--- src/rtl/i2c_arb_pkg.sv ---
`timescale 1ns/1ps
package i2c_arb_pkg;
  // Bit positions that software decodes in the arbitration register
  localparam int unsigned FLD_SW_ASK   = 0;
  localparam int unsigned FLD_SW_HAS   = 1;
  localparam int unsigned FLD_SW_DROP  = 8;
  localparam int unsigned FLD_HW_WANTS = 9;
  localparam int unsigned FLD_HW_KICK  = 16;
  localparam int unsigned FLD_HW_HAS   = 17;

  typedef enum logic [1:0] {
    ARB_IDLE   = 2'd0,
    ARB_SETTLE = 2'd1,
    ARB_SW     = 2'd2,
    ARB_HW     = 2'd3
  } arb_state_e;

  typedef enum logic [1:0] {
    OWNER_NONE = 2'd0,
    OWNER_SW   = 2'd1,
    OWNER_HW   = 2'd2
  } owner_e;

  typedef struct packed {
    logic ask;
    logic drop;
    logic kick;
  } sw_strobe_t;
endpackage

--- src/rtl/arb_regif.sv ---
`timescale 1ns/1ps
module arb_regif
  import i2c_arb_pkg::*;
#(
  parameter int unsigned REG_W = 32
) (
  input  logic             clk,
  input  logic             rst,
  input  logic             wr_en,
  input  logic [REG_W-1:0] wdata,
  input  logic             sw_has,
  input  logic             hw_has,
  input  logic             hw_req,
  output sw_strobe_t       stb,
  output logic             sw_pending,
  output logic [REG_W-1:0] rdata
);
  logic hw_need_q;
  logic unused_wbits;

  assign unused_wbits = ^wdata;

  always_comb begin
    stb.ask  = wr_en & wdata[FLD_SW_ASK];
    stb.drop = wr_en & wdata[FLD_SW_DROP];
    stb.kick = wr_en & wdata[FLD_HW_KICK];
  end

  // Release wins over a request carried by the same write
  always_ff @(posedge clk) begin
    if (rst) begin
      sw_pending <= 1'b0;
      hw_need_q  <= 1'b0;
    end else begin
      hw_need_q <= hw_req;
      if (stb.drop)
        sw_pending <= 1'b0;
      else if (stb.ask)
        sw_pending <= 1'b1;
    end
  end

  always_comb begin
    rdata               = '0;
    rdata[FLD_SW_ASK]   = sw_pending;
    rdata[FLD_SW_HAS]   = sw_has;
    rdata[FLD_HW_WANTS] = hw_need_q;
    rdata[FLD_HW_HAS]   = hw_has;
  end

  AST_RELEASE_CLEARS_PENDING: assert property (@(posedge clk) disable iff (rst)
    stb.drop |=> !sw_pending);
endmodule

--- src/rtl/arb_fsm.sv ---
`timescale 1ns/1ps
module arb_fsm
  import i2c_arb_pkg::*;
#(
  parameter int unsigned SETTLE_CYC = 4
) (
  input  logic clk,
  input  logic rst,
  input  logic sw_pending,
  input  logic drop,
  input  logic kick,
  input  logic hw_req,
  input  logic hw_done,
  output logic sw_grant,
  output logic hw_grant
);
  localparam int unsigned CNT_W = (SETTLE_CYC > 1) ? $clog2(SETTLE_CYC) : 1;
  localparam logic [CNT_W-1:0] CNT_LAST = CNT_W'(SETTLE_CYC - 1);

  arb_state_e       state, state_n;
  logic             tgt_hw, tgt_n;
  logic [CNT_W-1:0] cnt, cnt_n;
  logic             block, block_n;
  logic             hw_live;

  assign hw_live = hw_req & ~block;

  always_comb begin
    state_n = state;
    tgt_n   = tgt_hw;
    cnt_n   = cnt;
    block_n = block;
    if (!hw_req) block_n = 1'b0;
    unique case (state)
      ARB_IDLE: begin
        if (hw_live) begin
          state_n = ARB_SETTLE;
          tgt_n   = 1'b1;
          cnt_n   = '0;
        end else if (sw_pending && !drop) begin
          state_n = ARB_SETTLE;
          tgt_n   = 1'b0;
          cnt_n   = '0;
        end
      end
      ARB_SETTLE: begin
        if (tgt_hw && kick) begin
          state_n = ARB_IDLE;
          block_n = 1'b1;
        end else if (tgt_hw && !hw_req) begin
          state_n = ARB_IDLE;
        end else if (!tgt_hw && drop) begin
          state_n = ARB_IDLE;
        end else if (cnt == CNT_LAST) begin
          state_n = tgt_hw ? ARB_HW : ARB_SW;
        end else begin
          cnt_n = cnt + 1'b1;
        end
      end
      ARB_SW: begin
        if (drop) state_n = ARB_IDLE;
      end
      ARB_HW: begin
        if (kick) begin
          state_n = ARB_IDLE;
          block_n = 1'b1;
        end else if (hw_done) begin
          state_n = ARB_IDLE;
        end
      end
      default: state_n = ARB_IDLE;
    endcase
  end

  always_ff @(posedge clk) begin
    if (rst) begin
      state    <= ARB_IDLE;
      tgt_hw   <= 1'b0;
      cnt      <= '0;
      block    <= 1'b0;
      sw_grant <= 1'b0;
      hw_grant <= 1'b0;
    end else begin
      state    <= state_n;
      tgt_hw   <= tgt_n;
      cnt      <= cnt_n;
      block    <= block_n;
      sw_grant <= (state_n == ARB_SW);
      hw_grant <= (state_n == ARB_HW);
    end
  end

  AST_ONE_OWNER: assert property (@(posedge clk) disable iff (rst)
    !(sw_grant && hw_grant));
  AST_SW_HOLD: assert property (@(posedge clk) disable iff (rst)
    (sw_grant && !drop) |=> sw_grant);
  AST_HW_HOLD: assert property (@(posedge clk) disable iff (rst)
    (hw_grant && !kick && !hw_done) |=> hw_grant);
  AST_RELEASE_DROPS: assert property (@(posedge clk) disable iff (rst)
    (sw_grant && drop) |=> !sw_grant);
  AST_ABORT_DROPS: assert property (@(posedge clk) disable iff (rst)
    (hw_grant && kick) |=> !hw_grant);
  AST_BLOCKED_NO_GRANT: assert property (@(posedge clk) disable iff (rst)
    block |-> !hw_grant);
  AST_TIE_TO_HW: assert property (@(posedge clk) disable iff (rst)
    (state == ARB_IDLE && hw_live && sw_pending) |=> (state == ARB_SETTLE && tgt_hw));
  AST_SETTLE_BOUND: assert property (@(posedge clk) disable iff (rst)
    (state == ARB_SETTLE) |-> (32'(cnt) < SETTLE_CYC));
endmodule

--- src/rtl/arb_cmd_mux.sv ---
`timescale 1ns/1ps
module arb_cmd_mux
  import i2c_arb_pkg::*;
#(
  parameter int unsigned CMD_W = 16
) (
  input  logic             clk,
  input  logic             rst,
  input  logic             sw_grant,
  input  logic             hw_grant,
  input  logic             sw_valid,
  input  logic [CMD_W-1:0] sw_cmd,
  input  logic             hw_valid,
  input  logic [CMD_W-1:0] hw_cmd,
  output logic             eng_valid,
  output logic [CMD_W-1:0] eng_cmd,
  output logic [1:0]       eng_sel
);
  logic take_sw, take_hw;

  assign take_sw = sw_grant & sw_valid;
  assign take_hw = hw_grant & hw_valid;

  always_comb begin
    if (hw_grant)      eng_sel = OWNER_HW;
    else if (sw_grant) eng_sel = OWNER_SW;
    else               eng_sel = OWNER_NONE;
  end

  always_ff @(posedge clk) begin
    if (rst) begin
      eng_valid <= 1'b0;
      eng_cmd   <= '0;
    end else begin
      eng_valid <= take_sw | take_hw;
      if (take_hw)      eng_cmd <= hw_cmd;
      else if (take_sw) eng_cmd <= sw_cmd;
    end
  end

  AST_NO_OWNER_SILENT: assert property (@(posedge clk) disable iff (rst)
    (!sw_grant && !hw_grant) |=> !eng_valid);
  AST_SW_PATH: assert property (@(posedge clk) disable iff (rst)
    (sw_grant && sw_valid) |=> (eng_valid && eng_cmd == $past(sw_cmd)));
  AST_HW_PATH: assert property (@(posedge clk) disable iff (rst)
    (hw_grant && hw_valid) |=> (eng_valid && eng_cmd == $past(hw_cmd)));
endmodule

--- src/rtl/i2c_owner_arbiter.sv ---
`timescale 1ns/1ps
module i2c_owner_arbiter
  import i2c_arb_pkg::*;
#(
  parameter int unsigned REG_W      = 32,
  parameter int unsigned CMD_W      = 16,
  parameter int unsigned SETTLE_CYC = 4
) (
  input  logic             clk,
  input  logic             rst,
  input  logic             arb_wr,
  input  logic [REG_W-1:0] arb_wdata,
  output logic [REG_W-1:0] arb_rdata,
  input  logic             hw_req,
  input  logic             hw_done,
  output logic             hw_grant,
  output logic             sw_grant,
  input  logic             sw_cmd_valid,
  input  logic [CMD_W-1:0] sw_cmd,
  input  logic             hw_cmd_valid,
  input  logic [CMD_W-1:0] hw_cmd,
  output logic             eng_cmd_valid,
  output logic [CMD_W-1:0] eng_cmd,
  output logic [1:0]       eng_sel
);
  sw_strobe_t stb;
  logic       sw_pending;

  arb_regif #(.REG_W(REG_W)) u_regif (
    .clk        (clk),
    .rst        (rst),
    .wr_en      (arb_wr),
    .wdata      (arb_wdata),
    .sw_has     (sw_grant),
    .hw_has     (hw_grant),
    .hw_req     (hw_req),
    .stb        (stb),
    .sw_pending (sw_pending),
    .rdata      (arb_rdata)
  );

  arb_fsm #(.SETTLE_CYC(SETTLE_CYC)) u_fsm (
    .clk        (clk),
    .rst        (rst),
    .sw_pending (sw_pending),
    .drop       (stb.drop),
    .kick       (stb.kick),
    .hw_req     (hw_req),
    .hw_done    (hw_done),
    .sw_grant   (sw_grant),
    .hw_grant   (hw_grant)
  );

  arb_cmd_mux #(.CMD_W(CMD_W)) u_mux (
    .clk       (clk),
    .rst       (rst),
    .sw_grant  (sw_grant),
    .hw_grant  (hw_grant),
    .sw_valid  (sw_cmd_valid),
    .sw_cmd    (sw_cmd),
    .hw_valid  (hw_cmd_valid),
    .hw_cmd    (hw_cmd),
    .eng_valid (eng_cmd_valid),
    .eng_cmd   (eng_cmd),
    .eng_sel   (eng_sel)
  );

  AST_ABORT_IGNORED_FOR_SW: assert property (@(posedge clk) disable iff (rst)
    (sw_grant && stb.kick && !stb.drop) |=> sw_grant);
endmodule

--- config.mk ---
export PLATFORM = sky130hd
export DESIGN_NAME = i2c_owner_arbiter
export DESIGN_NICKNAME = d
export VERILOG_FILES = /design/src/rtl/i2c_arb_pkg.sv /design/src/rtl/arb_regif.sv /design/src/rtl/arb_fsm.sv /design/src/rtl/arb_cmd_mux.sv /design/src/rtl/i2c_owner_arbiter.sv
export SDC_FILE = /design/constraint.sdc
export NUM_CORES = 1
export LEC_CHECK = 0
export BUFFER_PORTS_ARGS = -buffer_cell sky130_fd_sc_hd__buf_2
export CAP_MARGIN = 0
export CELL_PAD_IN_SITES_DETAIL_PLACEMENT = 1
export CELL_PAD_IN_SITES_GLOBAL_PLACEMENT = 2
export CORE_MARGIN = 2
export CORE_UTILIZATION = 21
export DETAILED_ROUTE_END_ITERATION = 10
export GPL_ROUTABILITY_DRIVEN = 0
export PLACE_DENSITY = 0.77
export SLEW_MARGIN = 20
export SYNTH_ARGS = -nofsm -noshare
export SYNTH_HDL_FRONTEND = slang
export SYNTH_HIERARCHICAL = 1
export SYNTH_SLANG_ARGS = --single-unit
export TNS_END_PERCENT = 50
--- constraint.sdc ---
create_clock -name clk -period 1.2 [get_ports clk]
set_input_delay 0.06 -clock clk [delete_from_list [all_inputs] [get_ports clk]]
set_output_delay 0.06 -clock clk [all_outputs]
set_load 0.01 [all_outputs]
==> results of run 1 <==
-- final cells by class --
cell class | instances | area, sq um
clock buffers | 3 | 41.3
clock inverters | 1 | 7.51
fillers | 1030 | 6300
inverters | 3 | 11.3
multi-input cells | 139 | 1130
flip-flops and latches | 27 | 554
well taps | 108 | 135
repair buffers | 95 | 623
-- what timing repair did --
item                                   CTS  global route
pin swaps                                4             2
endpoints found under the hold margin    0             0
setup endpoints to repair                9            13
hold buffers                             0             0
setup buffers                            2             1
gates cloned                             0             1
resized for setup                        7            13
-- per-layer routing --
| layer | track usage (%) | up-vias | wire length (microns) |
|---|---|---|---|
| met4 | 1.26 | 0 | 21 |
| li1 | - | 808 | - |
| met1 | 13.4 | 802 | 2420 |
| met2 | 17.2 | 54 | 2530 |
| met3 | 2.25 | 2 | 271 |
| met5 | 0 | - | 0 |
-- worst max path at each step --
stage,from,end,slack [ns],cells after the start
after global placement,u_fsm/tgt_hw,u_fsm/sw_grant,-0.08,4
after global routing,u_fsm/tgt_hw,u_fsm/sw_grant,-0.11,4
after CTS,u_fsm/tgt_hw,u_fsm/sw_grant,-0.08,4
after detailed placement,u_fsm/tgt_hw,u_fsm/sw_grant,-0.07,4
final,u_fsm/tgt_hw,u_fsm/sw_grant,-0.08,4
after floorplan,u_fsm/cnt[0],u_fsm/sw_grant,-0.04,5
-- state kept, by name, summed over array words and instances (netlist names) --
| signal | count |
|---|---|
| u_mux/eng_cmd | 16 |
| u_fsm/cnt | 2 |
| u_fsm/state | 2 |
| u_fsm/block | 1 |
| u_fsm/hw_grant | 1 |
| u_fsm/sw_grant | 1 |
| u_fsm/tgt_hw | 1 |
| u_mux/eng_valid | 1 |
| u_regif/hw_need_q | 1 |
| u_regif/sw_pending | 1 |
-- power by group through the flow --
stage	logic [uW]	clock network, uW	registers, uW
final	425	564	920
after global routing	461	640	922
after CTS	400	610	925
after detailed placement	391	0	943
after global placement	388	0	943
after floorplan	291	0	946
-- cells in the final DEF, fill, tap and decap left out, types with 4 or more instances in the layout --
master	count
conb_1	28
nor2b_1	5
buf_2	66
buf_4	22
nor2_1	6
buf_12	4
dfxtp_1	20
a221oi_2	11
a311oi_1	6
nand2_1	5
dfxtp_2	5
nand3_1	17
a311oi_2	10
a21bo_2	16
a21oi_1	5
a221oi_1	4
-- critical path: cells and delay by family (launching register included) --
family / cells / cell delay, ns
AOI/OAI and AO/OA: 2 / 0.46
and+or+nand+nor: 2 / 0.39
DFF: 1 / 0.34
-- through the flow --
step                      total power, uW  instances
after floorplan                      1240        219
after global placement               1330        368
after detailed placement             1330        368
after CTS                            1940        374
after global routing                 2020        376
final                                1910        376
==> results.ini, run 1 <==
[power]
p_leak_uw = 0.00107
netSwitchingPower_uw = 557
power.share.sequential_pct = 48.2
p_int_uw = 1350
combPwrFrac_pct = 22.3
clkPwrFrac_pct = 29.6
swShare_pct = 29.2
worst_ir_drop_vdd_uv = 422
power_density_nw_per_um2 = 762

[timing]
post-route-period-util_pct = 107
hold_violations = 0
whs_ns = 0.0431
min_period_ns = 1.28
fin_setup_tns_ns = -0.195
max_freq_mhz = 779
setup_slack_ns = -0.0831
setup_violations = 5
finalClockSkew_ns = 0.00527
rsz0062_at_grt = yes
final-max-slew-violation-count = 0

[min_path]
hold_start = arb_wdata[0]
hold_path_end = u_regif/sw_pending
hp-class = input port to flop
hold_path_depth = 3

[layout]
fin_area_sq_um = 2510
utilization_pct = 28.5
area_growth_pct = 30.5
n_antenna_cell = 0
final_nets = 341
drive_gt1_share_pct = 60.4

[floorplan]
rows = 34
core-area_sq_um = 8810
initial_core_util_pct = 21.8
ios = 124
die_h_microns = 99.6
dieArea_sq_um = 9930
dieWidth_microns = 99.6

[clock_network]
clkLatencyLatePin_ns = 0.28
clockRootBuffer = clkbuf_8
h-tree-depth = 1
clk_pin_slew_ns = 0.11
cts_buffers = 3
cts_tree = done
cts_sinks = 27
cts_buffer_depth = 2

[worst_setup_path]
cp_max_fo = 4
rr_endpoint = u_fsm/sw_grant
reg2reg_slack_ns = -0.08
r2r-start = u_fsm/tgt_hw
cp_slowest_stage_delay_ns = 0.34
critical_path_required_ns = 1.39
critPathCaptureType = flop
worstSetupPathType = flop to flop
ff2ff_path_depth = 4
start_kind = flop
cpMaxStageDelayCell = dfxtp_2
crit_chain = or2_4 -> o21a_1 -> o311a_4 -> nor2b_4
critPathArrivalTime_ns = 1.47

[place]
dp_worst_setup_slack_ns = -0.0739
dp_hpwl_microns = 3800
placed_cell_area_sq_um = 2340
numPortBuffers = 66

[global_route]
grt_overflow = 0
grt_pass1_wl_microns = 8100
antenna_found_initial = 0
grt_max_degree = 27
gr-usage-all-layers_pct = 10.1
grt_pass1_vias = 1601

[outcome]
outcome = complete, but fails checks
failed_checks = setup timing

[route]
drtAntennaViolNets = 0
firstDrtPassIters = 4
drc = 0
avgViaCountPerCell = 4.43
wire_per_inst_microns = 13.9
via_count = 1666
routed_wl_microns = 5240
drt_iter0_markers = 55

[synth]
synth.avg_cell_area_sq_um = 10.0
synthCells = 192
yosys_warnings = 6
syn_area_sq_um = 1920

[job]
maxCapViolCount = 0

No activity file was read; power rests on OpenSTA's default activity.
==> inputs of run 2 (changes only) <==
--- a/config.mk
+++ b/config.mk
@@ -9,11 +9,11 @@
 export CAP_MARGIN = 0
 export CELL_PAD_IN_SITES_DETAIL_PLACEMENT = 1
 export CELL_PAD_IN_SITES_GLOBAL_PLACEMENT = 2
-export CORE_MARGIN = 2
 export CORE_UTILIZATION = 21
 export DETAILED_ROUTE_END_ITERATION = 10
 export GPL_ROUTABILITY_DRIVEN = 0
-export PLACE_DENSITY = 0.77
+export PLACE_DENSITY = 0.8
+export SETUP_SLACK_MARGIN = 0.2
 export SLEW_MARGIN = 20
 export SYNTH_ARGS = -nofsm -noshare
 export SYNTH_HDL_FRONTEND = slang
==> run 2 against run 1 <==
Effect of this change: the flow finishes with violations (DRC, setup timing); clock-buffer cell count is the same; hold slack lost 0.012 ns; worst setup slack lost 0.0027 ns; critical endpoint unchanged.
==> results.ini, run 2 (synthesis results as in run 1) <==
[worst_setup_path]
critical_path_buf_inv_count = 0
critical_path_required_ns = 1.40
reg2reg_slack_ns = -0.09
r2r-start = u_fsm/tgt_hw
crit_chain = or2_4 -> o21a_1 -> o311a_1 -> nor2b_4
ff2ff_path_depth = 4
cp_max_fo = 4
cpMaxStageDelayCell = dfxtp_2
rr_endpoint = u_fsm/sw_grant
critPathCaptureType = flop
cp_slowest_stage_delay_ns = 0.35
start_kind = flop
worstSetupPathType = flop to flop
critPathArrivalTime_ns = 1.49
path_delay_family = compound AO/OA/AOI/OAI gates

[timing]
final-max-slew-violation-count = 0
max_freq_mhz = 778
finalClockSkew_ns = 0.0147
min_period_ns = 1.29
hold_violations = 0
setup_slack_ns = -0.0858
post-route-period-util_pct = 107
setup_violations = 7
rsz0062_at_grt = yes

[floorplan]
rows = 34
dieWidth_microns = 97.6
ios = 124
initial_core_util_pct = 21.8
die_h_microns = 97.6
core-area_sq_um = 8810
dieArea_sq_um = 9530

[global_route]
antenna_found_initial = 0
grt_pass1_vias = 1793
grt_max_degree = 29
grt_overflow = 0
grt_pass1_wl_microns = 9650
gr-usage-all-layers_pct = 12.6

[power]
p_int_uw = 1370
power_density_nw_per_um2 = 663
swShare_pct = 30.5
combPwrFrac_pct = 23.4
worst_ir_drop_vdd_uv = 370
power.share.sequential_pct = 47.0
netSwitchingPower_uw = 600
clkPwrFrac_pct = 29.6
p_leak_uw = 0.00124

[clock_network]
ctsHoldBuffers = 0
clk_pin_slew_ns = 0.12
clkLatencyLatePin_ns = 0.29
cts_buffer_depth = 2
h-tree-depth = 1
cts_tree = done
clockRootBuffer = clkbuf_8
cts_buffers = 3
cts_sinks = 27

[layout]
largest_reg_flops = 16
layout_common_cells = buf_2 (61), conb_1 (28), dfxtp_1 (20)
n_antenna_cell = 0
area_growth_pct = 54.5
drive_gt1_share_pct = 65.5
layout_commonest_cell = buf_2
fin_cells = 389
fin_area_sq_um = 2970
top_regs = u_mux/eng_cmd x16, u_fsm/cnt x2, u_fsm/state x2
final_nets = 354
largest_register = u_mux/eng_cmd

[route]
drt_iter0_markers = 65
firstDrtPassIters = 10
via_count = 1790
drtAntennaViolNets = 0
drc = 12
wire_per_inst_microns = 15.6
routed_wl_microns = 6060
avgViaCountPerCell = 4.60

[place]
place_inst = 365
dp_hpwl_microns = 3870
placed_cell_area_sq_um = 2310
numPortBuffers = 66

[outcome]
failed_checks = DRC, setup timing
outcome = complete, but fails checks

[job]
maxCapViolCount = 0

[min_path]
hold_path_end = u_regif/sw_pending
hold_start = arb_wdata[0]
hp-class = input port to flop
hold_path_depth = 3

run 2: changes by cell type in the layout (fill, tap and decap cells not counted), sizes merged:
cell,before,now
buf,94,105
a22o,1,2
bufbuf,0,1
run 2: area by class of cell:
| type | count | area (sq um) |
|---|---|---|
| Tap cell | 108 | 135 |
| Inverter | 3 | 11.3 |
| Fill cell | 1008 | 5840 |
| Clock buffer | 3 | 41.3 |
| Timing Repair Buffer | 107 | 931 |
| Multi-Input combinational cell | 140 | 1280 |
| Clock inverter | 1 | 7.51 |
| Sequential cell | 27 | 557 |
run 2: per-stage QoR:
stage / setup WS (ns) / power (uW) / setup TNS (ns) / hold WS (ns) / utilization [%]
3_5_place_dp: -0.0672 / 1330 / -0.205 / 0.328 / 26.2
6_report: -0.0858 / 1970 / -0.257 / 0.0309 / 33.7
2_1_floorplan: -0.0351 / 1240 / -0.0603 / 0.122 / -
5_1_grt: -0.124 / 2100 / -0.606 / 0.0324 / 33.7
4_1_cts: -0.0775 / 1980 / -0.235 / 0.0256 / 31.9
3_3_place_gp: -0.0680 / 1320 / -0.0905 / 0.318 / 26.2
run 2: metal layers:
metal	global-route usage (%)	share of wire (%)	routed length (microns)	vias to the layer above
met5	0	0	0	-
met1	15.6	44	2650	875
met4	2.10	1.1	69	0
met2	22.8	51	3080	65
met3	2.30	4.3	258	8
li1	-	-	-	842
run 2: how the worst max path moves through the flow:
| stage | startpoint | to | slack (ns) | cells after the start |
|---|---|---|---|---|
| after floorplan | u_fsm/cnt[0] | u_fsm/sw_grant | -0.04 | 5 |
| after global placement | arb_wdata[8] | u_fsm/sw_grant | -0.07 | 6 |
| after detailed placement | arb_wr | u_fsm/sw_grant | -0.07 | 6 |
| after CTS | u_fsm/state[0] | u_fsm/hw_grant | -0.08 | 4 |
| after global routing | u_fsm/state[0] | u_fsm/hw_grant | -0.12 | 4 |
| final | u_fsm/tgt_hw | u_fsm/sw_grant | -0.09 | 4 |
run 2: power groups by stage:
stage	clock network (uW)	registers, uW	logic [uW]
2_1_floorplan	0	946	291
3_3_place_gp	0	945	373
3_5_place_dp	0	946	380
4_1_cts	619	923	443
5_1_grt	672	927	498
6_report	583	924	461
run 2: what timing repair did:
action,4_1_cts,5_1_grt
pin swaps,29,23
gates cloned,6,1
setup buffers,10,3
setup endpoints to repair,30,31
gates resized for setup,51,21
run 2: tightest hold or removal path, stage by stage:
cell and delay, ns:
buf_2 0.07, a21oi_1 0.06, nor3_2 0.08
